[src/rtl/ctx_seq_pkg.sv]
// Package: shared state encoding and register field positions for the
// context task sequencer. Assumes a 32-bit register word.
package ctx_seq_pkg;

    typedef enum logic [2:0] {
        ST_IDLE   = 3'd0,
        ST_CSTART = 3'd1,
        ST_CONFIG = 3'd2,
        ST_EXEC   = 3'd3,
        ST_CFIN   = 3'd4,
        ST_RRST   = 3'd5,
        ST_DONE   = 3'd6
    } seq_state_e;

    localparam int unsigned REG_W         = 32;
    localparam int unsigned CTL_START_BIT = 0;
    localparam int unsigned CTL_CLEAR_BIT = 1;
    localparam int unsigned CTL_CNT_LSB   = 8;
    localparam int unsigned CTL_BASE_LSB  = 16;
    localparam int unsigned STS_BUSY_BIT  = 0;
    localparam int unsigned STS_DONE_BIT  = 1;
    localparam int unsigned STS_STATE_LSB = 2;
    localparam int unsigned STS_IDX_LSB   = 8;

endpackage

[src/rtl/ctx_seq_regs.sv]
// Module: control/status register views of the sequencer.
// Holds the start bit, frame count and base address. Accepts writes only
// in idle. In done it turns a write with the clear bit into a one-cycle
// pulse. Assumes CNT_W <= 8 and ADDR_W <= 16 so that the fields fit the word.
module ctx_seq_regs
    import ctx_seq_pkg::*;
#(
    parameter int unsigned CNT_W  = 4,
    parameter int unsigned ADDR_W = 16
) (
    input  logic                 clk,
    input  logic                 rst_n,
    input  logic                 reg_wr,
    input  logic [REG_W-1:0]     reg_wdata,
    input  logic                 reg_rd_sel,
    output logic [REG_W-1:0]     reg_rdata,
    input  seq_state_e           state,
    input  logic [CNT_W-1:0]     frame_idx,
    input  logic                 start_clr,
    output logic                 start_q,
    output logic [CNT_W-1:0]     frames_q,
    output logic [ADDR_W-1:0]    base_q,
    output logic                 done_clr
);

    logic busy;
    logic [REG_W-1:0] ctl_view;
    logic [REG_W-1:0] sts_view;

    // Busy covers every state between leaving idle and reaching done.
    assign busy = (state != ST_IDLE) && (state != ST_DONE);

    // Latch the control fields on an idle write; clear start once consumed.
    always_ff @(posedge clk) begin
        if (!rst_n) begin
            start_q  <= 1'b0;
            frames_q <= '0;
            base_q   <= '0;
        end else if (start_clr) begin
            start_q <= 1'b0;
        end else if (reg_wr && (state == ST_IDLE)) begin
            start_q  <= reg_wdata[CTL_START_BIT];
            frames_q <= reg_wdata[CTL_CNT_LSB +: CNT_W];
            base_q   <= reg_wdata[CTL_BASE_LSB +: ADDR_W];
        end
    end

    // Clear request is honoured only while the task sits in done.
    assign done_clr = reg_wr && (state == ST_DONE) && reg_wdata[CTL_CLEAR_BIT];

    // Assemble both read views and select one.
    always_comb begin
        ctl_view = '0;
        ctl_view[CTL_START_BIT]              = start_q;
        ctl_view[CTL_CNT_LSB +: CNT_W]       = frames_q;
        ctl_view[CTL_BASE_LSB +: ADDR_W]     = base_q;
        sts_view = '0;
        sts_view[STS_BUSY_BIT]               = busy;
        sts_view[STS_DONE_BIT]               = (state == ST_DONE);
        sts_view[STS_STATE_LSB +: 3]         = 3'(state);
        sts_view[STS_IDX_LSB +: CNT_W]       = frame_idx;
        reg_rdata = reg_rd_sel ? sts_view : ctl_view;
    end


    busy_write_ignored_chk: assert property (@(posedge clk) disable iff (!rst_n)
        (reg_wr && busy) |=> ($stable(frames_q) && $stable(base_q) && !start_q));


    start_self_clear_chk: assert property (@(posedge clk) disable iff (!rst_n)
        start_clr |=> !start_q);

endmodule

[src/rtl/ctx_seq_addr.sv]
// Module: configuration address generator.
// Produces base + idx*FRAME_WORDS modulo 2^ADDR_W. If FRAME_WORDS is a
// power of two a shift is used, otherwise a constant multiply.
module ctx_seq_addr #(
    parameter int unsigned CNT_W       = 4,
    parameter int unsigned ADDR_W      = 16,
    parameter int unsigned FRAME_WORDS = 256
) (
    input  logic [ADDR_W-1:0] base,
    input  logic [CNT_W-1:0]  idx,
    output logic [ADDR_W-1:0] addr
);

    localparam int unsigned FW_LOG  = $clog2(FRAME_WORDS);
    localparam bit          FW_POW2 = ((1 << FW_LOG) == FRAME_WORDS);

    logic [ADDR_W-1:0] idx_ext;
    logic [ADDR_W-1:0] offset;

    // Widen the frame index to the address width.
    assign idx_ext = ADDR_W'(idx);

    generate
        if (FW_POW2) begin : g_shift
            // Power-of-two frame size: offset is a plain shift.
            assign offset = idx_ext << FW_LOG;
        end else begin : g_mult
            // Other frame sizes: multiply by the constant.
            assign offset = idx_ext * ADDR_W'(FRAME_WORDS);
        end
    endgenerate

    // Final address wraps naturally at the address width.
    assign addr = base + offset;

endmodule

[src/rtl/ctx_seq_ctrl.sv]
// Module: per-task control state machine.
// Sequences request, configure, execute and finish for each frame. Between
// frames it holds region reset for RST_CYCLES cycles, and after the last
// frame it holds done. Assumes RST_CYCLES >= 1 and a frame count <= 2^CNT_W-1.
module ctx_seq_ctrl
    import ctx_seq_pkg::*;
#(
    parameter int unsigned CNT_W      = 4,
    parameter int unsigned RST_CYCLES = 4
) (
    input  logic             clk,
    input  logic             rst_n,
    input  logic             start_q,
    input  logic [CNT_W-1:0] frames_q,
    input  logic             done_clr,
    input  logic             cfg_ack,
    input  logic             cfg_done,
    input  logic             exec_done,
    output seq_state_e       state,
    output logic [CNT_W-1:0] frame_idx,
    output logic             start_clr,
    output logic             cfg_req,
    output logic             region_run,
    output logic             region_rst,
    output logic             irq
);

    localparam int unsigned TMR_W = $clog2(RST_CYCLES + 1);

    seq_state_e        nxt;
    logic [TMR_W-1:0]  tmr_q;
    logic [CNT_W:0]    fin_cnt;
    logic              last_frame;

    // Frames finished so far, counting the one now closing.
    assign fin_cnt    = {1'b0, frame_idx} + (CNT_W+1)'(1);
    assign last_frame = (fin_cnt == {1'b0, frames_q});

    // Next-state selection.
    always_comb begin
        nxt = state;
        unique case (state)
            ST_IDLE:   if (start_q) nxt = (frames_q == '0) ? ST_DONE : ST_CSTART;
            ST_CSTART: if (cfg_ack) nxt = ST_CONFIG;
            ST_CONFIG: if (cfg_done) nxt = ST_EXEC;
            ST_EXEC:   if (exec_done) nxt = ST_CFIN;
            ST_CFIN:   nxt = last_frame ? ST_DONE : ST_RRST;
            ST_RRST:   if (tmr_q == TMR_W'(RST_CYCLES - 1)) nxt = ST_CSTART;
            ST_DONE:   if (done_clr) nxt = ST_IDLE;
            default:   nxt = ST_IDLE;
        endcase
    end

    // State, frame index and reset timer registers.
    always_ff @(posedge clk) begin
        if (!rst_n) begin
            state     <= ST_IDLE;
            frame_idx <= '0;
            tmr_q     <= '0;
        end else begin
            state <= nxt;
            if (state == ST_IDLE)
                frame_idx <= '0;
            else if ((state == ST_RRST) && (nxt == ST_CSTART))
                frame_idx <= frame_idx + 1'b1;
            if (state == ST_RRST)
                tmr_q <= tmr_q + 1'b1;
            else
                tmr_q <= '0;
        end
    end

    // Outputs decoded from the registered state.
    assign start_clr  = (state == ST_IDLE) && start_q;
    assign cfg_req    = (state == ST_CSTART);
    assign region_run = (state == ST_EXEC);
    assign region_rst = (state == ST_RRST);
    assign irq        = (state == ST_DONE);

    // Length of the current region reset pulse, kept for checking only.
    logic [TMR_W:0] rst_len_q;
    always_ff @(posedge clk) begin
        if (!rst_n)          rst_len_q <= '0;
        else if (region_rst) rst_len_q <= rst_len_q + 1'b1;
        else                 rst_len_q <= '0;
    end


    req_hold_chk: assert property (@(posedge clk) disable iff (!rst_n)
        (cfg_req && !cfg_ack) |=> cfg_req);


    config_order_chk: assert property (@(posedge clk) disable iff (!rst_n)
        (state == ST_CONFIG) |=> (state == ST_CONFIG || state == ST_EXEC));


    exec_wait_chk: assert property (@(posedge clk) disable iff (!rst_n)
        (region_run && !exec_done) |=> region_run);


    rst_len_chk: assert property (@(posedge clk) disable iff (!rst_n)
        $fell(region_rst) |-> (rst_len_q == (TMR_W+1)'(RST_CYCLES) && cfg_req));


    zero_frames_chk: assert property (@(posedge clk) disable iff (!rst_n)
        (state == ST_IDLE && start_q && frames_q == '0) |=> (irq && !cfg_req));


    done_hold_chk: assert property (@(posedge clk) disable iff (!rst_n)
        (irq && !done_clr) |=> irq);

endmodule

[src/rtl/ctx_task_seq.sv]
// Module: top of the multi-context hardware task sequencer.
// Connects the register views, the control state machine and the address
// generator. Assumes the frame buffer and region handshake inputs are
// synchronous to clk.
module ctx_task_seq
    import ctx_seq_pkg::*;
#(
    parameter int unsigned CNT_W       = 4,
    parameter int unsigned ADDR_W      = 16,
    parameter int unsigned FRAME_WORDS = 256,
    parameter int unsigned RST_CYCLES  = 4
) (
    input  logic              clk,
    input  logic              rst_n,
    input  logic              reg_wr,
    input  logic [31:0]       reg_wdata,
    input  logic              reg_rd_sel,
    output logic [31:0]       reg_rdata,
    output logic              cfg_req,
    output logic [ADDR_W-1:0] cfg_addr,
    input  logic              cfg_ack,
    input  logic              cfg_done,
    output logic              region_run,
    output logic              region_rst,
    input  logic              exec_done,
    output logic              task_irq
);

    seq_state_e        state;
    logic [CNT_W-1:0]  frame_idx;
    logic              start_clr;
    logic              start_q;
    logic [CNT_W-1:0]  frames_q;
    logic [ADDR_W-1:0] base_q;
    logic              done_clr;

    ctx_seq_regs #(.CNT_W(CNT_W), .ADDR_W(ADDR_W)) u_regs (
        .clk        (clk),
        .rst_n      (rst_n),
        .reg_wr     (reg_wr),
        .reg_wdata  (reg_wdata),
        .reg_rd_sel (reg_rd_sel),
        .reg_rdata  (reg_rdata),
        .state      (state),
        .frame_idx  (frame_idx),
        .start_clr  (start_clr),
        .start_q    (start_q),
        .frames_q   (frames_q),
        .base_q     (base_q),
        .done_clr   (done_clr)
    );

    ctx_seq_ctrl #(.CNT_W(CNT_W), .RST_CYCLES(RST_CYCLES)) u_ctrl (
        .clk        (clk),
        .rst_n      (rst_n),
        .start_q    (start_q),
        .frames_q   (frames_q),
        .done_clr   (done_clr),
        .cfg_ack    (cfg_ack),
        .cfg_done   (cfg_done),
        .exec_done  (exec_done),
        .state      (state),
        .frame_idx  (frame_idx),
        .start_clr  (start_clr),
        .cfg_req    (cfg_req),
        .region_run (region_run),
        .region_rst (region_rst),
        .irq        (task_irq)
    );

    ctx_seq_addr #(.CNT_W(CNT_W), .ADDR_W(ADDR_W), .FRAME_WORDS(FRAME_WORDS)) u_addr (
        .base (base_q),
        .idx  (frame_idx),
        .addr (cfg_addr)
    );


    addr_stable_chk: assert property (@(posedge clk) disable iff (!rst_n)
        (cfg_req && !cfg_ack) |=> $stable(cfg_addr));

endmodule

[config.mk]
export PLATFORM = sky130hd
export DESIGN_NAME = ctx_task_seq
export DESIGN_NICKNAME = d
export VERILOG_FILES = /design/src/rtl/ctx_seq_pkg.sv /design/src/rtl/ctx_seq_regs.sv /design/src/rtl/ctx_seq_addr.sv /design/src/rtl/ctx_seq_ctrl.sv /design/src/rtl/ctx_task_seq.sv
export SDC_FILE = /design/constraint.sdc
export NUM_CORES = 1
export LEC_CHECK = 0
export BUFFER_PORTS_ARGS = -buffer_cell sky130_fd_sc_hd__buf_2
export CAP_MARGIN = 20
export CORE_MARGIN = 1.5
export CORE_UTILIZATION = 35
export CTS_CLUSTER_SIZE = 24
export DETAILED_ROUTE_END_ITERATION = 12
export HOLD_SLACK_MARGIN = 0.02
export PLACE_DENSITY = 0.68
export SETUP_SLACK_MARGIN = 0.2
export SLEW_MARGIN = 15
export SYNTH_ARGS = -nofsm -noshare
export SYNTH_HDL_FRONTEND = slang
export SYNTH_SLANG_ARGS = --single-unit
[constraint.sdc]
create_clock -name clk -period 2.1 [get_ports clk]
set_clock_uncertainty 0.2 [all_clocks]
set_input_delay 0.105 -clock clk [delete_from_list [all_inputs] [get_ports clk]]
set_output_delay 0.105 -clock clk [all_outputs]
set_load 0.05 [all_outputs]
==> results of run 1 <==
[repair_timing]
action | CTS | global route
setup buffers | 3 | 5
pin swaps | 10 | 2
endpoints found under the hold margin | 23 | 0
resized for setup | 29 | 21
endpoints found under the setup margin | 9 | 10
hold buffers | 24 | 0
[layout make-up]
cell class / count / area, sq um
tap: 72 / 90.1
multi-input combinational: 185 / 1380
timing repair buffer: 119 / 848
fill: 476 / 2390
sequential: 31 / 632
clock buffer: 7 / 76.3
clock inverter: 1 / 5.00
inverter: 7 / 26.3
[sequential cells by signal, summed over array words and instances (netlist names)]
name	count
u_ctrl.frame_idx	4
u_ctrl.state	3
u_regs.start_q	1
u_ctrl.tmr_q	3
u_regs.base_q	16
u_regs.frames_q	4
[power groups by stage]
stage	Clock, mW	Combinational (mW)	Sequential (mW)
after floorplan	0	0.974	0.755
after global placement	0	1.21	0.755
after detailed placement	0	1.22	0.761
after CTS	0.462	1.31	0.757
after global routing	0.485	1.46	0.774
final	0.451	1.36	0.762
[through the flow]
step           utilization [%]  hold WS (ns)  cell area, sq um  instances  setup slack [ns]
2_1_floorplan                -        0.0398              2060        250            0.0663
3_3_place_gp              45.2         0.146              2460        382            0.0340
3_5_place_dp              45.2         0.151              2460        382           -0.0105
4_1_cts                   53.6        0.0277              2910        417            -0.132
5_1_grt                   56.1        0.0886              3050        422            -0.197
6_report                  56.1        0.0458              3050        422            -0.132
[per-layer routing]
metal	part of all wire, %	global-route usage (%)
met3	4.0	3.41
met1	44	20.6
met2	50	30.7
met4	1.8	7.09
met5	0	0
[synthesized netlist by cell type (all sizes together), types with 3 or more instances]
master	instances	area [sq um]
nand2	51	191
dfxtp	31	621
a21boi	20	150
nor2b	20	133
buf	19	140
clkbuf	8	30.0
ha	7	87.6
inv	7	26.3
nor2	7	26.3
xor2	7	61.3
a21oi	6	30.0
and2	6	37.5
nand3	6	30.0
mux2	5	56.3
o21ai	5	25.0
nand2b	4	25.0
nor3b	4	35.0
xnor2	4	35.0
or3	3	18.8
[cells by family (layout without fill, tap and decap cells)]
family / count (synthesis) / count (layout) / share of synthesized area [%]
AOI/OAI and AO/OA: 42 / 42 / 15.2
xor gates and xnor gates: 11 / 11 / 4.93
adders and majority gates: 8 / 8 / 5.51
buffers and inverters: 34 / 134 / 10.1
DFF: 31 / 31 / 31.8
muxes: 6 / 6 / 3.39
other: 1 / 7 / 0.192
and+or+nand+nor: 111 / 111 / 28.9
[final timing paths]
path,depth (start not counted),start,end
worst min register to register,1,u_ctrl.tmr_q[0],u_ctrl.tmr_q[0]
worst max register to register,6,u_ctrl.frame_idx[1],u_ctrl.state[1]
worst min-delay path,4,reg_wr,u_ctrl.state[2]
worst max-delay path,8,u_ctrl.frame_idx[0],cfg_addr[14]
[critical path: cells and delay by family, from the launching register on]
kind	cells	cell delay (ns)
simple gates	1	0.15
fa+ha+maj	2	0.47
compound gates	2	0.31
xor+xnor	1	0.16
buf+inv	2	0.20
flops	1	0.36
[cell usage in the layout, fill, tap and decap left out, types with 6 or more instances in the layout]
cell type	netlist	routed
nor2_1	7	7
inv_1	7	6
nand2_1	51	50
dfxtp_1	31	26
buf_4	18	17
conb_1	1	7
nor2b_1	19	18
buf_6	0	10
buf_2	1	65
dlygate4sd3_1	0	24
a21boi_1	20	20
and2_1	6	6
==> metrics.csv, run 1 <==
metric,value,unit
post-synthesis sequential area ratio,31.8,%
ANT nets after route,0,
Remaining DRCs,0,
Die Area,6040,sq um
Tot Pwr,2.58,mW
Post-synth EDFFs,0,
type of destination of the critical path,output pin,
"Top FF cell, synth",dfxtp_1,
Post-synth ARST share,0,%
synthesized flop and latch total,31,
Worst-Skew Late Latency,0.28,ns
Root Buffer,clkbuf_8,
GPL Wtd Cong,0.879,
largest net degree at the start of global routing,27,
CTS tree,done,
vias in the first global route,1898,
Longest Clk Path Bufs,2,
"Arr. time, crit path",1.93,ns
1st-iter DRT viols,47,
drt wl/cell,12.7,um
Syn Area/Cell,8.01,sq um
sequential power share,29.6,%
post-route setup slack,-0.132,ns
Hold Crit Class,in2reg,
vias per std cell,4.72,
cells along the critical path,ha_4 -> inv_2 -> fa_2 -> nor2b_2 -> o21ai_2 -> a21oi_2 -> xor2_4 -> buf_6,
worst reg2reg setup slack,0.16,ns
Max Fclk,448,MHz
Final Hold Fails,0,
vias,1993,
Core Region,5440,sq um
Syn Std Cell Area,1950,sq um
kind of critical path,reg2out,
DP HPWL,3.40,mm
maximum vdd drop,0.738,mV
Cell variety after synth,42,
Core Rows,27,
setup TNS,-0.309,ns
Sw Ratio,45.9,%
ANT cells,0,
GR Util All Layers,17.4,%
"Remaining Overflow, GRT",0,
CTS H-tree depth,2,
combinational power share,52.9,%
Die Wd,77.7,um
leakage power,1.42,nW
max-slew violation count,0,
router iterations before antenna repair,5,
final period utilization,106,%
Worst Path Max Fanout,2,
area growth from synthesis to layout,56.2,%
Starting Density,35.9,%
RSZ-0062 raised after global routing,yes,
Ports,91,
status,"finished, violations left",
failing checks,negative setup slack,
first-pass GRT wire length,8.35,mm
cts bufs inserted,5,
Int Power,1.39,mW
clk slew on worst S/H paths,0.06,ns
Power Dens Cells,844,nW/um^2
Mapped Cells,244,
final setup vio count,5,
Sink Count,31,
Clock Power Share,17.5,%
port buffer count,73,
initial antenna violation count,0,
# Max-Cap Violations,0,
nets@finish,396,
"slowest stage delay, CP",0.36,ns
startpoint types,flip-flop,
yosys warns,0,
minimum clock period,2.23,ns
Worst EP required,1.79,ns
drt total wl,5.34,mm
Die H,77.7,um
switching power total,1.18,mW
share of cells above drive strength 1,40.0,%
"Max stage delay cell, worst path",dfxtp_4,
Note: power is estimated with default switching activity, not from simulation.
==> run 2, diff against run 1 <==
Settings changed: CELL_PAD_IN_SITES_DETAIL_PLACEMENT set to 1, CELL_PAD_IN_SITES_GLOBAL_PLACEMENT set to 2, CORE_UTILIZATION 35 to 25, PLACE_DENSITY 0.68 to 0.85.
==> run 2 against run 1 <==
Net effect: the run still ends with negative setup slack left; die area increased by 38%; combinational power increased by 4%; core utilization decreased by 15 points; global-route usage decreased by 1.8 points; worst hold slack improved by 0.0025 ns; power increased by 0.57%; critical endpoint is now cfg_addr[12]; largest cell class unchanged; largest power group unchanged.
==> metrics.csv, run 2 (synthesis results as in run 1) <==
metric,value,unit,change
vias in the first global route,2196,,was 1898
Longest Clk Path Bufs,2,,unchanged
GR Util All Layers,15.6,%,was 17.4%
minimum clock period,2.21,ns,was 2.23 ns
final period utilization,105,%,was 106%
GPL Wtd Cong,0.797,,was 0.879
final setup vio count,5,,unchanged
first-pass GRT wire length,10.4,mm,was 8.35 mm
Ports,91,,unchanged
type of destination of the critical path,output pin,,unchanged
port buffer count,73,,unchanged
vias,2026,,was 1993
startpoint types,flip-flop,,unchanged
RSZ-0062 raised after global routing,yes,,unchanged
Die H,91.4,um,was 77.7 um
fill count,933,,was 476
status,"finished, violations left",,unchanged
Remaining DRCs,0,,unchanged
Root Buffer,clkbuf_8,,unchanged
nets@finish,398,,was 396
area growth from synthesis to layout,59.4,%,was 56.2%
Final Hold Fails,0,,unchanged
"commonest non-fill, non-tap cells in the layout","65 x buf_2, 50 x nand2_1, 26 x dfxtp_1, 23 x dlygate4sd3_1, 20 x a21boi_1",,"was 65 x buf_2, 50 x nand2_1, 26 x dfxtp_1, 24 x dlygate4sd3_1, 20 x a21boi_1"
Die Area,8360,sq um,was 6040 sq um
router iterations before antenna repair,2,,was 5
largest net degree at the start of global routing,27,,unchanged
CTS tree,done,,unchanged
Max Fclk,452,MHz,was 448 MHz
clk slew on worst S/H paths,0.06,ns,about the same
ANT cells,0,,unchanged
DP HPWL,4.25,mm,was 3.40 mm
Tot Pwr,2.59,mW,was 2.58 mW
max reg flops,16,,unchanged
vias per std cell,4.47,,was 4.72
Power Dens Cells,832,nW/um^2,was 844 nW/um^2
failing checks,negative setup slack,,unchanged
max-slew violation count,0,,unchanged
Hold Crit Class,in2reg,,unchanged
Worst-Skew Late Latency,0.28,ns,about the same
share of cells above drive strength 1,40.7,%,was 40.0%
final hold slack,0.0483,ns,was 0.0458 ns
Sink Count,31,,unchanged
"Remaining Overflow, GRT",0,,unchanged
CTS H-tree depth,2,,unchanged
"commonest non-fill, non-tap cell in the layout",buf_2,,unchanged
Starting Density,25.6,%,was 35.9%
worst reg2reg setup slack,0.16,ns,about the same
Die Wd,91.4,um,was 77.7 um
Core Rows,32,,was 27
leakage power,1.41,nW,was 1.42 nW
initial antenna violation count,0,,unchanged
drt total wl,6.36,mm,was 5.34 mm
ANT nets after route,0,,unchanged
1st-iter DRT viols,52,,was 47
# Max-Cap Violations,0,,unchanged
kind of critical path,reg2out,,unchanged
Worst Path Max Fanout,2,,unchanged
maximum vdd drop,0.288,mV,was 0.738 mV
Biggest register,u_regs.base_q,,unchanged
Core Region,7650,sq um,was 5440 sq um
cts bufs inserted,5,,unchanged
drt wl/cell,14.0,um,was 12.7 um
post-route setup slack,-0.114,ns,was -0.132 ns
Worst EP required,1.79,ns,about the same
top flop regs,"u_regs.base_q: 16 flops, u_ctrl.frame_idx: 4 flops, u_regs.frames_q: 4 flops",,unchanged
"Arr. time, crit path",1.91,ns,was 1.93 ns
-- run 2: worst paths after layout --
check                                          from              end  cells past startpoint
worst max register to register  u_ctrl.frame_idx[0]  u_ctrl.state[1]                      6
worst min register to register      u_ctrl.tmr_q[0]  u_ctrl.tmr_q[0]                      1
worst max-delay path            u_ctrl.frame_idx[0]     cfg_addr[12]                      9
worst min-delay path                   reg_wdata[0]   u_regs.start_q                      4
-- run 2: critical path, stage by stage, from the launching register on --
cell and delay [ns]:
dfxtp_4 0.37, ha_4 0.13, inv_2 0.03, fa_2 0.35, nor2b_2 0.13, o21ai_2 0.09, buf_4 0.15, nand2_4 0.08
xor2_4 0.13, buf_6 0.17
-- run 2: report_power, final --
group          internal, mW  switching (mW)
registers             0.675          0.0709
clock network         0.228           0.209
logic                 0.494           0.914
-- run 2: per-layer routing --
metal | part of all wire, % | vias to the layer above | global-route usage [%]
met5 | 0 | - | 0
met4 | 0.76 | 0 | 3.39
met3 | 3.5 | 6 | 3.43
met2 | 54 | 46 | 29.6
met1 | 42 | 975 | 17.6
li1 | - | 999 | -
-- run 2: layout make-up --
cell class	count	area, sq um	share of cell area [%]
well taps	102	128	4.10
clock buffers	7	76.3	2.45
repair buffers	121	868	27.9
flip-flops and latches	31	632	20.3
inverters	7	26.3	0.843
multi-input cells	185	1390	44.5
-- run 2: timing repair --
item	in CTS	in global routing
hold endpoints to repair	22	0
hold buffers	23	0
pin swaps	14	12
gates resized for setup	42	13
setup buffers	7	2
endpoints found under the setup margin	9	12
-- run 2: per-stage QoR --
step	setup WS, ns	utilization, %	setup TNS [ns]	instances	cell area [sq um]
3_5_place_dp	-0.0112	32.9	-0.0112	414	2510
6_report	-0.114	40.7	-0.432	453	3120
4_1_cts	-0.195	39.9	-0.446	451	3050
5_1_grt	-0.194	40.7	-0.844	453	3120
2_1_floorplan	0.0663	-	0	250	2060
3_3_place_gp	0.0220	32.9	0	414	2510
